==> config.mk <==
export PLATFORM = sky130hd
export DESIGN_NAME = dram_refresh_sched
export DESIGN_NICKNAME = d
export VERILOG_FILES = /design/src/rtl/refsched_pkg.sv /design/src/rtl/refsched_timer.sv /design/src/rtl/refsched_backlog.sv /design/src/rtl/refsched_seq.sv /design/src/rtl/dram_refresh_sched.sv
export SDC_FILE = /design/constraint.sdc
export NUM_CORES = 1
export LEC_CHECK = 0
export CELL_PAD_IN_SITES_DETAIL_PLACEMENT = 1
export CELL_PAD_IN_SITES_GLOBAL_PLACEMENT = 2
export CORE_MARGIN = 2
export CORE_UTILIZATION = 36
export CTS_CLUSTER_DIAMETER = 50
export DETAILED_ROUTE_END_ITERATION = 7
export GPL_TIMING_DRIVEN = 0
export PLACE_DENSITY_LB_ADDON = 0.1
export SKIP_LAST_GASP = 1
export SLEW_MARGIN = 20
export SYNTH_ARGS = -nofsm -noshare
export SYNTH_HDL_FRONTEND = slang
export SYNTH_SLANG_ARGS = --single-unit
==> constraint.sdc <==
create_clock -name clk -period 3.3 [get_ports clk]
set_clock_uncertainty 0.15 [all_clocks]
set_input_delay 0.66 -clock clk [delete_from_list [all_inputs] [get_ports clk]]
set_output_delay 0.66 -clock clk [all_outputs]
set_load 0.05 [all_outputs]
==> src/rtl/refsched_pkg.sv <==
package refsched_pkg;

   typedef enum logic [2:0] {
      ST_BOOT,
      ST_IDLE,
      ST_LEAD,
      ST_ACT,
      ST_PRE
   } seq_state_t;

   typedef enum logic [1:0] {
      KIND_CBR,
      KIND_ROWONLY,
      KIND_HIDDEN
   } ref_kind_t;

   function automatic int ns_to_cycles(input int ns, input int clk_ns);
      int c;
      c = (ns + clk_ns - 1) / clk_ns;
      if (c < 1) c = 1;
      return c;
   endfunction

   function automatic int max2(input int a, input int b);
      return (a > b) ? a : b;
   endfunction

endpackage

==> src/rtl/refsched_timer.sv <==
module refsched_timer #(
   parameter int INIT_WAIT = 10000,
   parameter int INTERVAL  = 780
) (
   input  logic clk,
   input  logic rst_n,
   input  logic run,
   output logic boot_over,
   output logic tick
);
   localparam int BW = $clog2(INIT_WAIT + 1);
   localparam int IW = $clog2(INTERVAL + 1);

   logic [BW-1:0] boot_cnt;
   logic [IW-1:0] ivl_cnt;

   always_ff @(posedge clk or negedge rst_n) begin
      if (!rst_n) begin
         boot_cnt  <= '0;
         boot_over <= 1'b0;
      end else if (!boot_over) begin
         if (boot_cnt == BW'(INIT_WAIT - 1)) boot_over <= 1'b1;
         else                                boot_cnt  <= boot_cnt + 1'b1;
      end
   end

   always_ff @(posedge clk or negedge rst_n) begin
      if (!rst_n)                          ivl_cnt <= '0;
      else if (!run)                       ivl_cnt <= '0;
      else if (ivl_cnt == IW'(INTERVAL-1)) ivl_cnt <= '0;
      else                                 ivl_cnt <= ivl_cnt + 1'b1;
   end

   assign tick = run && (ivl_cnt == IW'(INTERVAL - 1));

   AST_TICK_SPACING: assert property (@(posedge clk) disable iff (!rst_n)
      tick |=> !tick);

endmodule

==> src/rtl/refsched_backlog.sv <==
module refsched_backlog #(
   parameter int MAX_BACKLOG = 8,
   parameter int BUDGET_W    = 8,
   parameter int BL_W        = 4
) (
   input  logic                clk,
   input  logic                rst_n,
   input  logic                tick,
   input  logic                take,
   input  logic [BUDGET_W-1:0] budget,
   output logic                owed,
   output logic [BL_W-1:0]     backlog,
   output logic                ovf
);
   logic                live;
   logic [BUDGET_W-1:0] wait_cnt;
   logic                expire;
   logic                miss;
   logic                consume_pend;

   assign expire       = live && (wait_cnt >= budget);
   assign miss         = live && !take && (expire || tick);
   assign consume_pend = take && !live;
   assign owed         = live || (backlog != '0);

   always_ff @(posedge clk or negedge rst_n) begin
      if (!rst_n) begin
         live     <= 1'b0;
         wait_cnt <= '0;
      end else if (tick) begin
         live     <= 1'b1;
         wait_cnt <= '0;
      end else if ((take && live) || expire) begin
         live     <= 1'b0;
      end else if (live) begin
         wait_cnt <= wait_cnt + 1'b1;
      end
   end

   always_ff @(posedge clk or negedge rst_n) begin
      if (!rst_n) begin
         backlog <= '0;
         ovf     <= 1'b0;
      end else if (miss) begin
         if (backlog == BL_W'(MAX_BACKLOG)) ovf     <= 1'b1;
         else                               backlog <= backlog + 1'b1;
      end else if (consume_pend && backlog != '0) begin
         backlog <= backlog - 1'b1;
      end
   end

   AST_OVF_STICKY: assert property (@(posedge clk) disable iff (!rst_n)
      ovf |=> ovf);
   AST_BACKLOG_CAP: assert property (@(posedge clk) disable iff (!rst_n)
      backlog <= BL_W'(MAX_BACKLOG));
   AST_BACKLOG_STEP: assert property (@(posedge clk) disable iff (!rst_n)
      (backlog == $past(backlog)) || (backlog == $past(backlog) + 1'b1)
      || (backlog == $past(backlog) - 1'b1));

endmodule

==> src/rtl/refsched_seq.sv <==
module refsched_seq
   import refsched_pkg::*;
#(
   parameter int ROW_W     = 12,
   parameter int INIT_REFS = 8,
   parameter int L_CBR     = 1,
   parameter int L_ROW     = 1,
   parameter int L_HID     = 2,
   parameter int T_ACT     = 3,
   parameter int T_CHR     = 1,
   parameter int T_PRE     = 2,
   parameter int HIDDEN_EN = 1
) (
   input  logic             clk,
   input  logic             rst_n,
   input  logic             boot_over,
   input  logic             owed,
   input  logic             gnt,
   input  logic             hidden_req,
   input  logic             ras_only_mode,
   output logic             ref_req,
   output logic             take,
   output logic             init_done,
   output logic             own,
   output logic             ras_n,
   output logic             cas_n,
   output logic             we_n,
   output logic [ROW_W-1:0] row_addr
);
   localparam int LMAX  = max2(max2(max2(L_CBR, L_ROW), max2(L_HID, T_ACT)), T_PRE);
   localparam int CNT_W = $clog2(LMAX + 1);
   localparam int IR_W  = $clog2(INIT_REFS + 1);

   seq_state_t       state;
   ref_kind_t        kind;
   ref_kind_t        base_kind;
   ref_kind_t        sel_kind;
   logic [CNT_W-1:0] cnt;
   logic [IR_W-1:0]  init_left;
   logic [ROW_W-1:0] row;
   logic             hid_sel;
   logic             cas_low;

   generate
      if (HIDDEN_EN != 0) begin : g_hidden
         assign hid_sel = hidden_req;
      end else begin : g_no_hidden
         logic unused_hidden;
         assign unused_hidden = hidden_req;
         assign hid_sel       = 1'b0;
      end
   endgenerate

   function automatic logic [CNT_W-1:0] lead_of(input ref_kind_t k);
      case (k)
         KIND_HIDDEN:  return CNT_W'(L_HID - 1);
         KIND_ROWONLY: return CNT_W'(L_ROW - 1);
         default:      return CNT_W'(L_CBR - 1);
      endcase
   endfunction

   assign base_kind = ras_only_mode ? KIND_ROWONLY : KIND_CBR;
   assign sel_kind  = hid_sel ? KIND_HIDDEN : base_kind;
   assign ref_req   = init_done && owed && (state == ST_IDLE);
   assign take      = ref_req && gnt;

   always_ff @(posedge clk or negedge rst_n) begin
      if (!rst_n) begin
         state     <= ST_BOOT;
         kind      <= KIND_CBR;
         cnt       <= '0;
         init_left <= IR_W'(INIT_REFS);
         init_done <= 1'b0;
         row       <= '0;
      end else begin
         case (state)
            ST_BOOT: if (boot_over) begin
               state <= ST_LEAD;
               kind  <= base_kind;
               cnt   <= lead_of(base_kind);
            end
            ST_IDLE: if (take) begin
               state <= ST_LEAD;
               kind  <= sel_kind;
               cnt   <= lead_of(sel_kind);
            end
            ST_LEAD: if (cnt == '0) begin
               state <= ST_ACT;
               cnt   <= CNT_W'(T_ACT - 1);
            end else cnt <= cnt - 1'b1;
            ST_ACT: if (cnt == '0) begin
               state <= ST_PRE;
               cnt   <= CNT_W'(T_PRE - 1);
            end else cnt <= cnt - 1'b1;
            ST_PRE: if (cnt == '0) begin
               if (kind == KIND_ROWONLY) row <= row + 1'b1;
               if (init_done) begin
                  state <= ST_IDLE;
               end else if (init_left == IR_W'(1)) begin
                  init_left <= '0;
                  init_done <= 1'b1;
                  state     <= ST_IDLE;
               end else begin
                  init_left <= init_left - 1'b1;
                  state     <= ST_LEAD;
                  kind      <= base_kind;
                  cnt       <= lead_of(base_kind);
               end
            end else cnt <= cnt - 1'b1;
            default: state <= ST_IDLE;
         endcase
      end
   end

   always_comb begin
      cas_low = 1'b0;
      if (state == ST_LEAD) cas_low = (kind != KIND_ROWONLY);
      else if (state == ST_ACT)
         cas_low = (kind == KIND_HIDDEN) ||
                   ((kind == KIND_CBR) && (cnt >= CNT_W'(T_ACT - T_CHR)));
   end

   assign own      = (state == ST_LEAD) || (state == ST_ACT) || (state == ST_PRE);
   assign ras_n    = (state != ST_ACT);
   assign cas_n    = !cas_low;
   assign we_n     = 1'b1;
   assign row_addr = row;

   AST_CBR_ORDER: assert property (@(posedge clk) disable iff (!rst_n)
      ($fell(ras_n) && !cas_n) |-> $past(!cas_n));
   AST_ROW_HOLD: assert property (@(posedge clk) disable iff (!rst_n)
      (!ras_n && cas_n && $past(!ras_n)) |-> $stable(row_addr));
   AST_GRANT_START: assert property (@(posedge clk) disable iff (!rst_n)
      (ref_req && gnt) |=> (own && !ref_req));
   AST_INIT_HOLD: assert property (@(posedge clk) disable iff (!rst_n)
      init_done |=> init_done);

endmodule

==> src/rtl/dram_refresh_sched.sv <==
module dram_refresh_sched
   import refsched_pkg::*;
#(
   parameter int CLK_NS      = 20,
   parameter int INTERVAL_NS = 15600,
   parameter int INIT_NS     = 200000,
   parameter int TCSR_NS     = 5,
   parameter int TCHR_NS     = 10,
   parameter int TASR_NS     = 0,
   parameter int TRAS_NS     = 50,
   parameter int TRP_NS      = 30,
   parameter int TRC_NS      = 84,
   parameter int ROW_W       = 12,
   parameter int INIT_REFS   = 8,
   parameter int MAX_BACKLOG = 8,
   parameter int BUDGET_W    = 8,
   parameter int HIDDEN_EN   = 1
) (
   input  logic                                 clk,
   input  logic                                 rst_n,
   input  logic                                 ras_only_mode,
   input  logic                                 hidden_req,
   input  logic                                 ref_gnt,
   input  logic [BUDGET_W-1:0]                  gnt_budget,
   output logic                                 ref_req,
   output logic                                 strobe_own,
   output logic                                 ras_n,
   output logic                                 cas_n,
   output logic                                 we_n,
   output logic [ROW_W-1:0]                     row_addr,
   output logic                                 init_done,
   output logic [$clog2(MAX_BACKLOG+1)-1:0]     backlog,
   output logic                                 backlog_ovf
);
   localparam int BL_W   = $clog2(MAX_BACKLOG + 1);
   localparam int C_IVL  = ns_to_cycles(INTERVAL_NS, CLK_NS);
   localparam int C_INIT = ns_to_cycles(INIT_NS, CLK_NS);
   localparam int C_CSR  = ns_to_cycles(TCSR_NS, CLK_NS);
   localparam int C_CHR  = ns_to_cycles(TCHR_NS, CLK_NS);
   localparam int C_ASR  = ns_to_cycles(TASR_NS, CLK_NS);
   localparam int C_RAS  = ns_to_cycles(TRAS_NS, CLK_NS);
   localparam int C_RP   = ns_to_cycles(TRP_NS, CLK_NS);
   localparam int C_RC   = ns_to_cycles(TRC_NS, CLK_NS);
   localparam int C_PRE  = max2(C_RP, C_RC - C_RAS - 1);

   generate
      if (C_CHR > C_RAS) begin : g_bad_chr
         $error("column hold exceeds row active time");
      end
      if (C_IVL < 2) begin : g_bad_ivl
         $error("refresh interval must span two cycles");
      end
      if (ROW_W < 1 || INIT_REFS < 1 || MAX_BACKLOG < 1) begin : g_bad_size
         $error("row width, init count and backlog depth must be positive");
      end
   endgenerate

   logic boot_over;
   logic tick;
   logic owed;
   logic take;

   refsched_timer #(
      .INIT_WAIT (C_INIT),
      .INTERVAL  (C_IVL)
   ) i_timer (
      .clk       (clk),
      .rst_n     (rst_n),
      .run       (init_done),
      .boot_over (boot_over),
      .tick      (tick)
   );

   refsched_backlog #(
      .MAX_BACKLOG (MAX_BACKLOG),
      .BUDGET_W    (BUDGET_W),
      .BL_W        (BL_W)
   ) i_backlog (
      .clk     (clk),
      .rst_n   (rst_n),
      .tick    (tick),
      .take    (take),
      .budget  (gnt_budget),
      .owed    (owed),
      .backlog (backlog),
      .ovf     (backlog_ovf)
   );

   refsched_seq #(
      .ROW_W     (ROW_W),
      .INIT_REFS (INIT_REFS),
      .L_CBR     (C_CSR),
      .L_ROW     (C_ASR),
      .L_HID     (C_RP),
      .T_ACT     (C_RAS),
      .T_CHR     (C_CHR),
      .T_PRE     (C_PRE),
      .HIDDEN_EN (HIDDEN_EN)
   ) i_seq (
      .clk           (clk),
      .rst_n         (rst_n),
      .boot_over     (boot_over),
      .owed          (owed),
      .gnt           (ref_gnt),
      .hidden_req    (hidden_req),
      .ras_only_mode (ras_only_mode),
      .ref_req       (ref_req),
      .take          (take),
      .init_done     (init_done),
      .own           (strobe_own),
      .ras_n         (ras_n),
      .cas_n         (cas_n),
      .we_n          (we_n),
      .row_addr      (row_addr)
   );

endmodule

==> results_dict.tcl <==
set metrics [dict create \
    arrival_ps 3310 \
    synthArstFlopShare 1.000 \
    status "finished clean" \
    fp.dieH_um 101.4 \
    worst_setup_path_end_kind "flip-flop" \
    route.detailed.drc 0 \
    min_period_ps 3202 \
    drt_iter0_drc 89 \
    antenna_cells 0 \
    ir_drop_uv 265.5 \
    cp.required_ps 3410 \
    slowest_stage "or4_4" \
    wl_met1_mm 3.833 \
    clk_latency_ps 350 \
    clockRootBuffer "clkbuf_8" \
    layout-drive-gt1-share 0.1189 \
    met2_length_mm 3.474 \
    post-place-ws_ps -587.7 \
    power_density_nw_per_um2 445.0 \
    start_kind "input pin" \
    place.gp.congestion 0.7489 \
    drtPass1Iterations 4 \
    cts_tree "done" \
    synth_area_per_cell_um2 9.666 \
    synth_cell_types 48 \
    r2r_cells 11 \
    nFillCells 1059 \
    grt.total_usage 0.1624 \
    leakage_uw 0.001906 \
    rrSetupSlack_ps 270 \
    stdcell_area_um2 4310 \
    finalNetCount 441 \
    vias 2641 \
    seq_area_frac_synth 0.4624 \
    clkSlewWorstSetupHoldPaths_ps 80 \
    grt_setup_unrepaired "true" \
    final_cell_mix "dfrtp_1 (62), nor2_1 (41), nand2_1 (33), clkdlybuf4s50_1 (32), xnor2_1 (27)" \
    synth_compound_area_frac 0.08471 \
    setup_viol 0 \
    final_common_cell "dfrtp_1" \
    fin_crit_sh 0.9702 \
    worst_pin_slew_ps 728.6 \
    timing.hold.ws_ps 37.14 \
    synthAdderAreaFrac 0.07921 \
    synth_cells 353 \
    antenna_found_initial 0 \
    cts_buffers 9 \
    ctsLongestPathBuffers 2 \
    rows 35 \
    placed_area_um2 3921 \
    portBuffers 34 \
    synth_mux_area_frac 0.02274 \
    criticalPathCategory "input pin to flip-flop" \
    routed.top_layer "met4" \
    stdcell_count 523 \
    grt_pass1_vias 2699 \
    synth_top_family_by_area "simple AND/OR/NAND/NOR gates" \
    wl_per_cell_um 14.64 \
    yosys.area.top_type "dfrtp_1" \
    place_inst 499 \
    cts.sinks 63 \
    yosysWarningCount 0 \
    drt-vias-per-instance 5.050 \
    die_w_um 101.4 \
    maxSlewViolCount 0 \
    synth-simple-area-share 0.2116 \
    hold_violations 0 \
    h-tree-depth 3 \
    syn_nets 387 \
    finalWirelength_mm 7.656 \
    fin_ws_ps 98.27 \
    synthFlopType "dfrtp_1" \
    io_pins 36 \
    timing.fmax_mhz 312.3 \
    synth_area_leaders "dfrtp_1 (45%), ha_1 (7.3%), xnor2_1 (6.9%), nor2_1 (4.5%), nand2_1 (3.6%)" \
    met3_length_um 194 \
    synth-seq-cells 63 \
    ant_nets 0 \
    start_util 0.3710 \
    max_cap_violations 0 \
    syn-cell-area_um2 3412 \
    place_hpwl_mm 5.288 \
    crit_top_cell "ha_1" \
    min_path_type "input pin to async pin" \
    relSlewSlack 0.5114 \
    die_area_um2 10270 \
    crit_chain "clkdlybuf4s50_1 > inv_1 > ha_1 > or4_4 > a21oi_4 > o31ai_4 > o21bai_4 > buf_6 > ha_1 > a21o_1 > mux2_2 > mux2i_1" \
    synth_top_area_share 0.4547 \
    ctsHoldBuffers 0 \
    core_region_area_um2 9196 \
    yosys.area_share.xor_xnor 0.1027 \
    worstPathMaxFanout 4 \
    cpPeakStageDelay_ps 540 \
    grt_pass1_wl_mm 13.04 \
    synth-edff-count 0 \
    grt_start_max_net_pins 46 \
    report.power.total_uw 1918 \
    syn_to_final_growth_pct 26.33 \
    grt_remaining_overflow 0 \
]
==> per-layer routing <==
layer / track usage / up-vias
met5: 0 / -
met4: 0.07588 / 0
met3: 0.03106 / 12
met2: 0.2496 / 28
met1: 0.2219 / 1285
li1: - / 1316
==> registers in the layout, indices dropped and copies added (netlist names) <==
name	flops
i_seq.init_left	4
i_seq.init_done	1
i_seq.state	3
i_timer.ivl_cnt	10
i_backlog.wait_cnt	8
i_timer.boot_cnt	14
i_backlog.live	1
i_backlog.backlog	4
i_seq.row_addr	12
i_seq.cnt	2
i_seq.kind	2
i_backlog.ovf	1
i_timer.boot_over	1
==> kinds of logic after synthesis <==
family / Yosys count
and+or+nand+nor: 146
DFF: 63
AOI/OAI and AO/OA: 44
xor gates and xnor gates: 40
buffers and inverters: 31
adders and majority gates: 21
muxes: 7
other: 1
==> synthesized netlist by cell type (2+ instances only) <==
cell       n
o21ai_0   15
nor2b_1    3
a21o_1     5
xnor2_1   27
clkbuf_1   6
inv_1     23
dfrtp_1   62
nor3b_1    3
or2_2      2
nand2b_1   5
or3_1      4
xor2_1    13
nand3_1   20
nand2_1   33
a21oi_1   11
mux2_2     6
nor4_1     6
and3_1     4
ha_1      20
nor3_1    12
nand4_1    6
nor2_1    41
==> power breakdown <==
| part | total, uW | leakage (uW) | switching (uW) | internal, uW |
|---|---|---|---|---|
| Clock | 910 | 0.000126 | 330 | 581 |
| Combinational | 194 | 0.000939 | 120 | 74.0 |
| Sequential | 814 | 0.000841 | 22.7 | 791 |
==> cell type report <==
type	count	area [um2]	area share
Buffer	8	35.03	0.008128
Clock buffer	9	123.9	0.02874
Clock inverter	7	143.9	0.03338
Inverter	23	86.33	0.02003
Multi-Input combinational cell	259	1773	0.4113
Sequential cell	63	1578	0.3660
Tap cell	111	138.9	0.03222
Timing Repair Buffer	43	431.7	0.1001
==> path summary, 6_finish.rpt <==
| kind | start | to |
|---|---|---|
| max | gnt_budget[1] | i_backlog.backlog[3]$_DFFE_PN0P_ |
| min | rst_n | i_backlog.wait_cnt[4]$_DFFE_PN0P_ |
| max reg2reg | i_timer.ivl_cnt[4]$_DFF_PN0_ | i_backlog.backlog[2]$_DFFE_PN0P_ |
| min reg2reg | i_seq.row_addr[11]$_DFFE_PN0P_ | i_seq.row_addr[11]$_DFFE_PN0P_ |
| max in group asynchronous | rst_n | i_seq.init_left[3]$_DFFE_PN1P_ |
| min in group clk | i_seq.row_addr[11]$_DFFE_PN0P_ | i_seq.row_addr[11]$_DFFE_PN0P_ |
==> critical path: cells and delay by family <==
family,cells,cell delay (ps)
compound gates,4,670
buf+inv,3,620
simple gates,1,540
fa+ha+maj,2,410
mux,2,400
==> metrics by stage <==
stage / util / TNS, ps
after CTS: 0.4605 / 0
final: 0.4687 / 0
after floorplan: - / 0
after global routing: 0.4687 / -54.83
after detailed placement: 0.4264 / -1341
after global placement: 0.4231 / -54470
==> repair_timing <==
| action | in CTS | in global routing |
|---|---|---|
| setup buffers | 4 | 4 |
| pin swaps | 2 | 4 |
| gates resized for setup | 3 | 8 |
| setup endpoints to repair | 2 | 3 |
Power figures use the tool's default switching activity.
